--- src/rtl/cal_pkg.sv ---
package cal_pkg;
  localparam int unsigned NUM_TIME = 10;

  localparam logic [3:0] AD_SEC   = 4'd0;
  localparam logic [3:0] AD_MIN   = 4'd2;
  localparam logic [3:0] AD_HOUR  = 4'd4;
  localparam logic [3:0] AD_WDAY  = 4'd6;
  localparam logic [3:0] AD_DAY   = 4'd7;
  localparam logic [3:0] AD_MON   = 4'd8;
  localparam logic [3:0] AD_YEAR  = 4'd9;
  localparam logic [3:0] AD_CTLA  = 4'd10;
  localparam logic [3:0] AD_CTLB  = 4'd11;
  localparam logic [3:0] AD_FLAGS = 4'd12;
  localparam logic [3:0] AD_STAT  = 4'd13;

  localparam int BIT_FREEZE = 7;
  localparam int BIT_BINARY = 2;
  localparam int BIT_H24    = 1;

  localparam logic [6:0] CTLA_RST = 7'h26;
  localparam logic [7:0] CTLB_RST = 8'h02;
  localparam logic [7:0] STAT_VAL = 8'h80;

  // stored byte to plain count
  function automatic logic [6:0] to_bin(input logic [7:0] v, input logic bin_mode);
    if (bin_mode) return v[6:0];
    return 7'(v[7:4]) * 7'd10 + 7'(v[3:0]);
  endfunction

  // plain count to stored byte
  function automatic logic [7:0] from_bin(input logic [6:0] b, input logic bin_mode);
    logic [6:0] tens;
    logic [6:0] ones;
    tens = b / 7'd10;
    ones = b - tens * 7'd10;
    if (bin_mode) return {1'b0, b};
    return {4'(tens), 4'(ones)};
  endfunction
endpackage

--- src/rtl/cal_field_step.sv ---
module cal_field_step
  import cal_pkg::*;
(
  input  logic [7:0] cur,
  input  logic [6:0] lo,
  input  logic [6:0] hi,
  input  logic       bin_mode,
  output logic [7:0] nxt,
  output logic       wrap
);
  logic [6:0] v;

  always_comb begin
    v    = to_bin(cur, bin_mode);
    wrap = (v >= hi);
    nxt  = from_bin(wrap ? lo : v + 7'd1, bin_mode);
  end
endmodule

--- src/rtl/cal_hour_step.sv ---
module cal_hour_step
  import cal_pkg::*;
(
  input  logic [7:0] cur,
  input  logic       h24,
  input  logic       bin_mode,
  output logic [7:0] nxt,
  output logic       wrap
);
  logic [6:0] v;
  logic [6:0] nb;
  logic       npm;
  logic [7:0] enc;

  always_comb begin
    v    = to_bin({1'b0, cur[6:0]}, bin_mode);
    wrap = 1'b0;
    npm  = cur[7];
    nb   = v + 7'd1;
    if (h24) begin
      npm  = 1'b0;
      wrap = (v >= 7'd23);
      if (wrap) nb = 7'd0;
    end else if (v == 7'd11) begin
      nb   = 7'd12;
      npm  = ~cur[7];
      wrap = cur[7];
    end else if (v >= 7'd12) begin
      nb = 7'd1;
    end
    enc = from_bin(nb, bin_mode);
    nxt = {npm, enc[6:0]};
  end
endmodule

--- src/rtl/cal_month_len.sv ---
module cal_month_len
  import cal_pkg::*;
(
  input  logic [7:0] month,
  input  logic [7:0] year,
  input  logic       bin_mode,
  output logic [6:0] last_day
);
  logic [6:0] m;
  logic [6:0] y;
  logic       leap;

  always_comb begin
    m    = to_bin(month, bin_mode);
    y    = to_bin(year, bin_mode);
    leap = ((y % 7'd4) == 7'd0);
    case (m)
      7'd2:                      last_day = leap ? 7'd29 : 7'd28;
      7'd4, 7'd6, 7'd9, 7'd11:   last_day = 7'd30;
      default:                   last_day = 7'd31;
    endcase
  end
endmodule

--- src/rtl/cal_clock_core.sv ---
module cal_clock_core
  import cal_pkg::*;
#(
  parameter int unsigned ADDR_W   = 4,
  parameter int unsigned UIP_LEAD = 4
) (
  input  logic              clk,
  input  logic              rst,
  input  logic              tick,
  input  logic [ADDR_W-1:0] addr,
  input  logic [7:0]        wdata,
  input  logic              wr_en,
  output logic [7:0]        rdata,
  output logic              upd_done
);
  localparam int unsigned CNT_W = (UIP_LEAD > 1) ? $clog2(UIP_LEAD) : 1;
  localparam int unsigned IDX_W = $clog2(NUM_TIME);

  logic [7:0]       tm_q   [NUM_TIME];
  logic [7:0]       tm_nxt [NUM_TIME];
  logic [6:0]       ctla_q;
  logic [7:0]       ctlb_q;
  logic             busy_q;
  logic [CNT_W-1:0] cnt_q;
  logic             done_q;

  logic freeze, bin_mode, h24;
  logic apply, cancel, accept;

  assign freeze   = ctlb_q[BIT_FREEZE];
  assign bin_mode = ctlb_q[BIT_BINARY];
  assign h24      = ctlb_q[BIT_H24];
  assign cancel   = wr_en && (addr == ADDR_W'(AD_CTLB)) && wdata[BIT_FREEZE];
  assign apply    = busy_q && (cnt_q == '0) && !cancel;
  assign accept   = tick && !busy_q && !freeze && !cancel;

  // carry chain
  logic [7:0] sec_n, min_n, hour_n, wday_n, day_n, mon_n, year_n;
  logic       c_sec, c_min, c_hour, c_day, c_mon, c_wday, c_year;
  logic [6:0] last_day;

  cal_field_step u_sec (.cur(tm_q[AD_SEC]), .lo(7'd0), .hi(7'd59), .bin_mode(bin_mode),
                        .nxt(sec_n), .wrap(c_sec));
  cal_field_step u_min (.cur(tm_q[AD_MIN]), .lo(7'd0), .hi(7'd59), .bin_mode(bin_mode),
                        .nxt(min_n), .wrap(c_min));
  cal_hour_step  u_hour (.cur(tm_q[AD_HOUR]), .h24(h24), .bin_mode(bin_mode),
                         .nxt(hour_n), .wrap(c_hour));
  cal_field_step u_wday (.cur(tm_q[AD_WDAY]), .lo(7'd1), .hi(7'd7), .bin_mode(bin_mode),
                         .nxt(wday_n), .wrap(c_wday));
  cal_month_len  u_mlen (.month(tm_q[AD_MON]), .year(tm_q[AD_YEAR]), .bin_mode(bin_mode),
                         .last_day(last_day));
  cal_field_step u_day (.cur(tm_q[AD_DAY]), .lo(7'd1), .hi(last_day), .bin_mode(bin_mode),
                        .nxt(day_n), .wrap(c_day));
  cal_field_step u_mon (.cur(tm_q[AD_MON]), .lo(7'd1), .hi(7'd12), .bin_mode(bin_mode),
                        .nxt(mon_n), .wrap(c_mon));
  cal_field_step u_year (.cur(tm_q[AD_YEAR]), .lo(7'd0), .hi(7'd99), .bin_mode(bin_mode),
                         .nxt(year_n), .wrap(c_year));

  logic go_min, go_hour, go_day, go_mon, go_year;
  assign go_min  = c_sec;
  assign go_hour = go_min && c_min;
  assign go_day  = go_hour && c_hour;
  assign go_mon  = go_day && c_day;
  assign go_year = go_mon && c_mon;

  always_comb begin
    for (int k = 0; k < NUM_TIME; k++) tm_nxt[k] = tm_q[k];
    tm_nxt[AD_SEC]  = sec_n;
    if (go_min)  tm_nxt[AD_MIN]  = min_n;
    if (go_hour) tm_nxt[AD_HOUR] = hour_n;
    if (go_day)  tm_nxt[AD_WDAY] = wday_n;
    if (go_day)  tm_nxt[AD_DAY]  = day_n;
    if (go_mon)  tm_nxt[AD_MON]  = mon_n;
    if (go_year) tm_nxt[AD_YEAR] = year_n;
  end

  // time and alarm bytes: a bus write outranks the update
  for (genvar i = 0; i < NUM_TIME; i++) begin : g_tm
    localparam logic [7:0] RV = (i == 6 || i == 7 || i == 8) ? 8'd1 : 8'd0;
    always_ff @(posedge clk) begin
      if (rst)                                   tm_q[i] <= RV;
      else if (wr_en && addr == ADDR_W'(i))      tm_q[i] <= wdata;
      else if (apply)                            tm_q[i] <= tm_nxt[i];
    end
  end

  always_ff @(posedge clk) begin
    if (rst) begin
      ctla_q <= CTLA_RST;
      ctlb_q <= CTLB_RST;
    end else if (wr_en) begin
      if (addr == ADDR_W'(AD_CTLA)) ctla_q <= wdata[6:0];
      if (addr == ADDR_W'(AD_CTLB)) ctlb_q <= wdata;
    end
  end

  // update window sequencer
  always_ff @(posedge clk) begin
    if (rst) begin
      busy_q <= 1'b0;
      cnt_q  <= '0;
      done_q <= 1'b0;
    end else begin
      done_q <= apply;
      if (cancel || apply) begin
        busy_q <= 1'b0;
      end else if (accept) begin
        busy_q <= 1'b1;
        cnt_q  <= CNT_W'(UIP_LEAD - 1);
      end else if (busy_q) begin
        cnt_q  <= cnt_q - 1'b1;
      end
    end
  end

  assign upd_done = done_q;

  always_ff @(posedge clk) begin
    if (rst) begin
      rdata <= '0;
    end else if (addr < ADDR_W'(NUM_TIME)) begin
      rdata <= tm_q[IDX_W'(addr)];
    end else if (addr == ADDR_W'(AD_CTLA)) begin
      rdata <= {busy_q, ctla_q};
    end else if (addr == ADDR_W'(AD_CTLB)) begin
      rdata <= ctlb_q;
    end else if (addr == ADDR_W'(AD_STAT)) begin
      rdata <= STAT_VAL;
    end else begin
      rdata <= '0;
    end
  end

  // frozen clock keeps its seconds unless software writes
  a_r8_frozen_seconds: assert property (@(posedge clk) disable iff (rst)
    (freeze && !wr_en) |=> $stable(tm_q[AD_SEC]));

  // pulse is one cycle wide
  a_r10_single_pulse: assert property (@(posedge clk) disable iff (rst)
    upd_done |=> !upd_done);

  // pulse follows the end of an open window
  a_r10_after_window: assert property (@(posedge clk) disable iff (rst)
    $rose(upd_done) |-> ($past(busy_q) && !busy_q));

  // an accepted tick opens the window
  a_r9_window_opens: assert property (@(posedge clk) disable iff (rst)
    (tick && !busy_q && !freeze && !wr_en) |=> busy_q);

  // a freeze write during a window ends it without a pulse
  a_r8_cancel: assert property (@(posedge clk) disable iff (rst)
    (busy_q && wr_en && addr == ADDR_W'(AD_CTLB) && wdata[BIT_FREEZE]) |=> (!busy_q && !upd_done));
endmodule

--- config.mk ---
export PLATFORM = sky130hd
export DESIGN_NAME = cal_clock_core
export DESIGN_NICKNAME = d
export VERILOG_FILES = /design/src/rtl/cal_pkg.sv /design/src/rtl/cal_field_step.sv /design/src/rtl/cal_hour_step.sv /design/src/rtl/cal_month_len.sv /design/src/rtl/cal_clock_core.sv
export SDC_FILE = /design/constraint.sdc
export NUM_CORES = 1
export LEC_CHECK = 0
export ABC_CLOCK_PERIOD_IN_PS = 11800
export CORE_MARGIN = 5
export CORE_UTILIZATION = 45
export CTS_BUF_LIST = sky130_fd_sc_hd__clkbuf_2 sky130_fd_sc_hd__clkbuf_4 sky130_fd_sc_hd__clkbuf_8
export DETAILED_ROUTE_END_ITERATION = 16
export GPL_ROUTABILITY_DRIVEN = 0
export PLACE_DENSITY = 0.67
export SETUP_SLACK_MARGIN = 0.1
export SKIP_LAST_GASP = 1
export SLEW_MARGIN = 10
export SYNTH_ARGS = -nofsm -noshare
export SYNTH_HDL_FRONTEND = slang
export SYNTH_SLANG_ARGS = --single-unit
--- constraint.sdc ---
create_clock -name clk -period 11.8 [get_ports clk]
set_input_delay 2.36 -clock clk [delete_from_list [all_inputs] [get_ports clk]]
set_output_delay 2.36 -clock clk [all_outputs]
set_load 0.02 [all_outputs]
==> reports/metrics.yaml <==
power.total_uw: 1380
power.share.clock_pct: 16.2
crit_top_cell: "ha_1"
skew_ps: 13.4
ys_types: 100
status: "finished, final reports clean"
grt_usage_pct: 21.7
cts_max_path_buffers: 2
hold_class: "reg -> reg"
synth-main-ff-cell: "edfxtp_1"
coreArea_um2: 21600
dp_hpwl_um: 19900
yosysMostFrequentCell: "nand2_1"
synth_fa_ha_area_share_pct: 13.4
cts_hold_buffers: 0
tns_ps: 0
synth_top_family_by_area: "simple AND/OR/NAND/NOR gates"
synth_top_area_share_pct: 24.5
start_util_pct: 45.3
synth_area_leader_cell: "edfxtp_1"
grt.overflow.total: 0
post_cts_resized: 0
period_share_pct: 56.2
synth_compound_area_share_pct: 19.4
dp_cells: 1320
max_slew.worst_pin.slew_ps: 1090
fin_nets: 1158
yosys-top-cells-count: "92 x nand2_1, 83 x nor2_1, 80 x edfxtp_1, 71 x ha_1, 65 x o21ai_0"
antenna_found_initial: 1
finalNonFillerCells: 1336
combPwrFrac_pct: 50.2
end_kind: "flip-flop"
synth-seq-cells: 107
grt_max_degree: 53
required_ps: 12050
synth_warnings: 0
drv_slew: 0
dieArea_um2: 24800
worstPathArrival_ps: 6890
clk-insertion-delay-late_ps: 400
grt_pass1_wl_um: 42200
ys_async_sr_fraction_pct: 0
synthesis.area_um2: 9800
grt_pass1_vias: 7661
cts_sinks: 107
hold_viol_final: 0
power.internal_uw: 793
syn_to_final_growth_pct: 6.25
die_height_um: 158
syn_area_per_cell_um2: 9.27
post-cts-setup-buffers: 0
nFillCells: 2033
synthSimpleGateAreaFrac_pct: 20.0
via_count: 8254
rows: 54
cts_tree: "built"
post-route-min-period_ps: 6640
synth_xor_xnor_area_share_pct: 3.13
drc: 0
clkTransAtPathRegs_ps: 100
synth_seq_area_share_pct: 30.0
pin_count: 25
drtIter0Drc: 794
p_per_area_nw_per_um2: 133
leakage_uw: 0.00399
syn_inst: 1057
startpoint_type: "flip-flop"
cp_slowest_cell: "edfxtp_1"
clock-root-buffer: "clkbuf_8"
wl_per_cell_um: 20.0
cts_made_buffers: 9
synth-edff-count: 80
relSlewSlack_pct: 26.3
firstDrtPassIters: 6
finalWirelength_um: 26800
synth_mux_area_share_pct: 10.1
swShare_pct: 42.5
seqPwrFrac_pct: 33.6
ir_drop_uv: 103
ant_nets: 0
crit_type: "reg -> reg"
rsz0062_at_grt: "no"
finalSetupViolCount: 0
switchingPower_uw: 588
n_antenna_cell: 0
max_cap_violations: 0
io_buffers: 24
dieWidth_um: 158
cts_max_level: 3
crit_path_max_incr_delay_ps: 490
cp_max_fo: 9
vias_per_cell: 6.18
drive_above_1_share_pct: 8.52
fmax_ghz: 0.151
synth_area_leaders: "edfxtp_1 25%, ha_1 9.1%, dfxtp_1 5.5%"
-- critical path: cells and delay by family, from the launching register on --
family | cells | cell delay [ps]
buf+inv | 3 | 350
xor+xnor | 1 | 190
compound gates | 13 | 2320
fa+ha+maj | 7 | 1980
flops | 1 | 490
simple gates | 7 | 1160
-- final timing paths --
check	startpoint	end	slack (ps)	cells after the start
worst max-delay path	tm_q[8][5]$_SDFFCE_PN0P_	tm_q[7][3]$_DFFE_PP_	5160	31
worst min register to register	cnt_q[1]$_SDFFE_PP0P_	cnt_q[1]$_SDFFE_PP0P_	480	2
worst min-delay path	cnt_q[1]$_SDFFE_PP0P_	cnt_q[1]$_SDFFE_PP0P_	480	2
worst max register to register	tm_q[8][5]$_SDFFCE_PN0P_	tm_q[7][3]$_DFFE_PP_	5160	31
-- per-layer routing --
layer,vias up,global-route usage (%),routed length [um]
li1,3962,-,-
met1,3975,30.5,11900
met2,284,35.1,12600
met3,31,3.90,1900
met4,2,4.96,423
met5,-,0,11
-- through the flow --
| step | instance area, um^2 | hold WS (ps) | setup WS [ps] | util, % |
|---|---|---|---|---|
| after detailed placement | 10200 | 468 | 5300 | 47.3 |
| after global routing | 10400 | 507 | 4740 | 48.1 |
| after CTS | 10400 | 483 | 5250 | 48.1 |
| final | 10400 | 483 | 5160 | 48.1 |
| after floorplan | 9800 | 438 | 5930 | - |
| after global placement | 10200 | 454 | 5480 | 47.3 |
-- layout by cell type, fill, tap and decap left out, types with 12 or more instances in the layout --
| cell | synthesis | final |
|---|---|---|
| dfxtp_1 | 27 | 26 |
| mux4_2 | 16 | 16 |
| fa_1 | 20 | 20 |
| o21ai_0 | 65 | 65 |
| o31ai_1 | 12 | 12 |
| xor2_1 | 14 | 14 |
| nand2_1 | 92 | 92 |
| mux2i_1 | 42 | 42 |
| nand3_1 | 25 | 25 |
| inv_1 | 39 | 39 |
| mux2_2 | 16 | 16 |
| nor2_1 | 83 | 83 |
| nor4_1 | 15 | 15 |
| and3_1 | 12 | 12 |
| and2_1 | 29 | 29 |
| nor2b_1 | 13 | 13 |
| edfxtp_1 | 80 | 80 |
| ha_1 | 71 | 71 |
| a21o_1 | 13 | 13 |
| nand2b_1 | 17 | 17 |
| a21oi_1 | 57 | 57 |
| clkdlybuf4s50_1 | 0 | 23 |
| nor3_1 | 32 | 32 |
| a22oi_1 | 12 | 12 |
| xnor2_1 | 21 | 21 |
-- power by group through the flow --
stage	registers [uW]	clock network (uW)	logic, uW
detailed placement	471	0	684
global route	466	243	780
global placement	471	0	674
CTS	463	225	688
floorplan	458	0	539
finish	464	224	694
-- registers in the layout, indices dropped and copies added, names as in the netlist --
register	cells
rdata	8
ctla_q	7
cnt_q	2
busy_q	1
tm_q	80
ctlb_q	8
upd_done	1
-- kinds of logic (layout without fill, tap and decap cells) --
group                    count (synthesis)  after routing
AO/OA/AOI/OAI                          274            274
buffers and inverters                   90             87
multiplexers                            76             76
adder cells (fa/ha/maj)                 93             93
other                                    2              4
AND/OR/NAND/NOR                        380            380
flip-flops                             107            107
XOR/XNOR                                35             35
-- layout make-up --
| type | count | area [um^2] | share of cell area, % |
|---|---|---|---|
| multi-input combinational | 862 | 6490 | 62.4 |
| sequential | 107 | 2950 | 28.3 |
| tap | 280 | 350 | 3.37 |
| timing repair buffer | 30 | 280 | 2.69 |
| inverter | 41 | 154 | 1.48 |
| clock buffer | 10 | 138 | 1.32 |
| clock inverter | 6 | 47.5 | 0.457 |
(Power assumes the default switching activity.)
